==> src/rtl/adc_cmp_unit.sv <==
module adc_cmp_unit #(
  parameter int NSLOT = 8,
  parameter int RES_W = 10,
  parameter int DW    = 16,
  parameter int AW    = 5
) (
  input  logic          clk,
  input  logic          rst_n,
  input  logic          bus_wr,
  input  logic [AW-1:0] bus_addr,
  input  logic [DW-1:0] bus_wdata,
  output logic [DW-1:0] bus_rdata,
  input  logic          seq_start,
  input  logic          res_valid,
  input  logic [RES_W-1:0] res_data,
  output logic          seq_active
);
  localparam int SW = $clog2(NSLOT);
  localparam logic [AW-2:0] IDX_EN   = (AW-1)'(4);
  localparam logic [AW-2:0] IDX_STAT = (AW-1)'(5);
  localparam logic [AW-2:0] IDX_OP   = (AW-1)'(6);

  logic [DW-1:0]    res_q [NSLOT];
  logic [NSLOT-1:0] en_q, op_q, flag_q;
  logic             act_q;
  logic [SW-1:0]    slot_q;

  wire [AW-2:0] widx   = bus_addr[AW-1:1];
  wire          en_wr  = bus_wr && widx == IDX_EN;
  wire          op_wr  = bus_wr && widx == IDX_OP;
  wire          res_wr = bus_wr && bus_addr[AW-1];
  wire [SW-1:0] wslot  = bus_addr[SW:1];
  wire          take   = res_valid && act_q && !en_wr && !seq_start;
  wire [DW-1:0] rext   = DW'(res_data);
  wire [DW-1:0] thr    = res_q[slot_q];
  wire          hit    = op_q[slot_q] ? (rext > thr) : (rext <= thr);
  wire          last   = slot_q == SW'(NSLOT-1);

  assign seq_active = act_q;

  always_ff @(posedge clk or negedge rst_n) begin
    if (!rst_n) begin
      en_q   <= '0;
      op_q   <= '0;
      flag_q <= '0;
      act_q  <= 1'b0;
      slot_q <= '0;
    end else begin
      if (op_wr) op_q <= bus_wdata[NSLOT-1:0];
      if (en_wr) begin
        en_q   <= bus_wdata[NSLOT-1:0];
        act_q  <= 1'b0;
        flag_q <= '0;
      end else if (seq_start) begin
        act_q  <= 1'b1;
        slot_q <= '0;
        flag_q <= '0;
      end else if (take) begin
        if (!en_q[slot_q] || hit) flag_q[slot_q] <= 1'b1;
        slot_q <= slot_q + 1'b1;
        if (last) act_q <= 1'b0;
      end
    end
  end

  for (genvar i = 0; i < NSLOT; i++) begin : g_slot
    always_ff @(posedge clk or negedge rst_n) begin
      if (!rst_n)
        res_q[i] <= '0;
      else if (res_wr && wslot == SW'(i))
        res_q[i] <= bus_wdata;
      else if (take && slot_q == SW'(i) && !en_q[i])
        res_q[i] <= rext;
    end
  end

  always_comb begin
    bus_rdata = '0;
    if (bus_addr[AW-1])
      bus_rdata = res_q[wslot];
    else if (widx == IDX_EN)
      bus_rdata[NSLOT-1:0] = en_q;
    else if (widx == IDX_STAT)
      bus_rdata[NSLOT-1:0] = flag_q;
    else if (widx == IDX_OP)
      bus_rdata[NSLOT-1:0] = op_q;
  end

  assert_abort_R6: assert property (@(posedge clk) disable iff (!rst_n)
    en_wr |=> (!act_q && flag_q == '0));

  assert_start_R7: assert property (@(posedge clk) disable iff (!rst_n)
    (seq_start && !en_wr) |=> (act_q && slot_q == '0 && flag_q == '0));

  assert_flag_src_R2: assert property (@(posedge clk) disable iff (!rst_n)
    ((flag_q & ~$past(flag_q)) != '0) |-> $past(res_valid && act_q));

  assert_one_flag_R5: assert property (@(posedge clk) disable iff (!rst_n)
    $countones(flag_q & ~$past(flag_q)) <= 1);

  assert_end_R5: assert property (@(posedge clk) disable iff (!rst_n)
    (take && last) |=> !act_q);

  assert_idle_R5: assert property (@(posedge clk) disable iff (!rst_n)
    (!act_q && !seq_start) |=> (!act_q && $stable(flag_q) || $past(en_wr)));
endmodule

==> config.mk <==
export PLATFORM = sky130hd
export DESIGN_NAME = adc_cmp_unit
export DESIGN_NICKNAME = d
export VERILOG_FILES = /design/src/rtl/adc_cmp_unit.sv
export SDC_FILE = /design/constraint.sdc
export NUM_CORES = 1
export LEC_CHECK = 0
export ABC_AREA = 1
export BUFFER_PORTS_ARGS = -buffer_cell sky130_fd_sc_hd__buf_2
export CAP_MARGIN = 20
export CORE_UTILIZATION = 55
export DETAILED_ROUTE_END_ITERATION = 8
export PLACE_DENSITY = 0.73
export SETUP_SLACK_MARGIN = 0.5
export SYNTH_ARGS = -nofsm -noshare
export SYNTH_HDL_FRONTEND = slang
export SYNTH_SLANG_ARGS = --single-unit
==> constraint.sdc <==
create_clock -name clk -period 6.74 [get_ports clk]
set_clock_uncertainty 0.1 [all_clocks]
set_input_delay 1.011 -clock clk [delete_from_list [all_inputs] [get_ports clk]]
set_output_delay 1.011 -clock clk [all_outputs]
set_load 0.005 [all_outputs]
==> results.md <==
* GRT Util Overall at 0.4150
* Worst Tran Pin Value at 1045 ps
* First-pass GRT wire length at 51050 um
* Layout Cells excl Fill at 1415
* Net Count, Synth at 1212
* Syn avg cell area at 7.829 um2
* Starting density of the core at 0.5676
* Reg area at 0.003904 mm2
* Final HPWL DP at 22100 um
* Post-CTS setup buffer count at 0
* Worst VDD drop at 210.9 uV
* Chip width at 130.5 um
* Antenna cells at 0
* Worst hold slack at 375.7 ps
* Core area at 0.01600 mm2
* Power Density at 311.0 mW/mm2
* Met1 usage at 0.5579
* Slew Viols, Final at 0
* R2R Path End: flag_q[6]
* GP Congestion at 0.9851
* Worst setup SP type: input port
* Skew-Pair Late Insertion Delay at 440 ps
* Status: completed
* Ports at 53
* P_leak at 4.841 nW
* Rows at 46
* Met3 GRT Util at 0.1340
* WHS Endpoint: flag_q[4]
* Total gr overflow at 0
* Max H-tree Level at 4
* Post-CTS Resized at 0
* Routed WL per cell at 23.97 um
* R2r setup slk at 2400 ps
* DIE AREA at 0.01703 mm2
* Die Y at 130.5 um
* Post-DRT Antenna Nets at 0
* Placed cell count at 1383
* RSZ-0062 raised after global routing: no
* WP data required at 5630 ps
* Met2 track demand over resource at 0.5979
* Worst setup EP type: primary output
* GRT busiest layer: met2
* Dpl ws at 2356 ps
* Avg Vias per Cell at 6.630
* DR pass1 iterations at 6
* Cell area after synthesis at 0.009081 mm2
* CTS tree: built
* Nets@finish at 1238
* Worst hold path type: reg -> reg
* R2R depth at 19
* Seq/Total Area, Yosys at 0.4299
* Vias in the first global route at 8732
* Clock Sink Count at 156
* Reg2reg start: slot_q[0]
* CP Class: in -> out
* Routed Wire Length at 33920 um
* Initial antenna violation count at 0
* Hold_buf cts at 0
* Area of the multi-input gates at 0.004208 mm2
* Synth cell types at 42
* Share of cells above drive strength 1 at 0.1143
* Residual DRC at 0
* Seq cells post-synth at 156
* Design Power at 3.118 mW
* Final setup viols at 0
* WHS Path Cells at 2
* Routed vias at 9382
* Largest net degree at the start of global routing at 93
* Clock Path Buffers at 2
* Peak Freq at 229.1 MHz
* Synth warnings at 0
* Max_slew headroom at 0.3033
* Syn-to-layout area delta at 10.40%
* Crit path DAT at 3250 ps
* Setup Total Neg Slack at 0 ps
* Max-cap viol count at 0
* Hold Path Origin: flag_q[4]
* Final worst slack at 2375 ps
* IO Port Bufs at 51
* Tmin final at 4365 ps
* Crit Path Max Fanout at 19
* Post-synthesis cell count at 1160
* Root buf cell: clkbuf_16
* Clk slew on worst S/H paths at 60 ps
* Fillers at 1472
* Detailed Route Iter0 Violations at 1591
* CTS Buf Count at 17
* Hold Vio Cnt, Final at 0
* Tcrit/Tclk final at 0.6476
## report_power, final
group          leakage, nW  switching, mW  internal [mW]
logic                 2.69          0.527          0.289
clock network        0.279          0.402          0.590
registers             1.88          0.144           1.17
## metal layers
metal  part of all wire  wire length [um]
met5                  0                 0
met4              0.056              1909
met3               0.14              4652
met2               0.42             14170
met1               0.39             13180
## critical path, stage by stage
cell and delay, ps:
buf_2 100, inv_1 40, nand2_1 680, inv_1 380
a221oi_1 380, nand2_1 90, o31ai_1 180, o21ai_0 210
buf_2 170
## cells in the final DEF, fill, tap and decap left out, drive strengths merged
cell type  synthesis  final
clkbuf            29     21
dfrtp            156    156
nand4              2      2
a21o               1      1
a211oi            12     12
a311oi             2      2
o21ai             87     87
nor2              91     91
clkinv             4      8
o22ai            134    134
o221ai            15     15
nand2            223    223
a21oi             45     45
a221oi            27     27
ha                16     16
nand3b             1      1
nor3              12     12
o2111ai           11     11
buf               23     59
bufinv             0      3
a2111oi            1      1
o31ai              6      6
clkinvlp           0      4
nand3             53     53
o2bb2ai            3      3
a22oi              9      9
o211ai             7      7
inv              190    190
## synthesized netlist by cell type (all sizes together)
| master | n | area, um2 |
|---|---|---|
| nor3 | 12 | 91.34 |
| a21oi | 45 | 225.2 |
| a22oi | 9 | 67.56 |
| a21o | 1 | 7.510 |
| buf | 23 | 132.6 |
| a221oi | 27 | 236.5 |
| nand4 | 2 | 12.51 |
| o21ai | 87 | 439.2 |
| ha | 16 | 200.2 |
| o31ai | 6 | 45.04 |
| o22ai | 134 | 838.3 |
| o2111ai | 11 | 96.34 |
| a211oi | 12 | 90.09 |
| a311oi | 2 | 17.52 |
| a2111oi | 1 | 8.760 |
| o211ai | 7 | 52.55 |
| dfrtp | 156 | 3904 |
| inv | 190 | 713.2 |
| clkbuf | 29 | 108.9 |
| nor2 | 91 | 406.6 |
| nand3 | 53 | 287.8 |
| o2bb2ai | 3 | 26.28 |
| clkinv | 4 | 15.01 |
| nand3b | 1 | 11.26 |
| o221ai | 15 | 131.4 |
| nand2 | 223 | 915.9 |
## through the flow
stage / instance area [um2] / util
finish: 10030 / 0.6266
global route: 10030 / 0.6266
CTS: 10030 / 0.6266
detailed placement: 9432 / 0.5895
global placement: 9432 / 0.5895
floorplan: 9081 / -
## sequential cells by signal (all words and copies together), names as in the netlist
name / count
seq_active: 1
flag_q: 8
res_q: 128
en_q: 8
op_q: 8
slot_q: 3
## logic make-up after synthesis
| kind of cell | count (synthesis) | share of synthesized area |
|---|---|---|
| AO/OA/AOI/OAI | 360 | 0.2513 |
| buffers and inverters | 246 | 0.1068 |
| flip-flops | 156 | 0.4299 |
| AND/OR/NAND/NOR | 382 | 0.1900 |
| adder cells (fa/ha/maj) | 16 | 0.02204 |
## worst max path at each step
stage / start / endpoint / slack (ps) / cells after the start
after floorplan: bus_addr[1] / bus_rdata[2] / 3480 / 9
after global placement: bus_addr[3] / res_q[100] / 2440 / 8
after detailed placement: bus_addr[3] / res_q[100] / 2360 / 8
after CTS: bus_addr[1] / bus_rdata[0] / 2490 / 9
after global routing: slot_q[0] / flag_q[3] / 2300 / 18
final: bus_addr[1] / bus_rdata[0] / 2380 / 9
## cell type report
cell class	instances	area share
Multi-Input combinational cell	758	0.4197
Sequential cell	156	0.3894
Inverter	194	0.07263
Clock buffer	21	0.04493
Timing Repair Buffer	59	0.03207
Tap cell	216	0.02696
Clock inverter	11	0.01435
No activity file was read; power rests on OpenSTA's default activity.
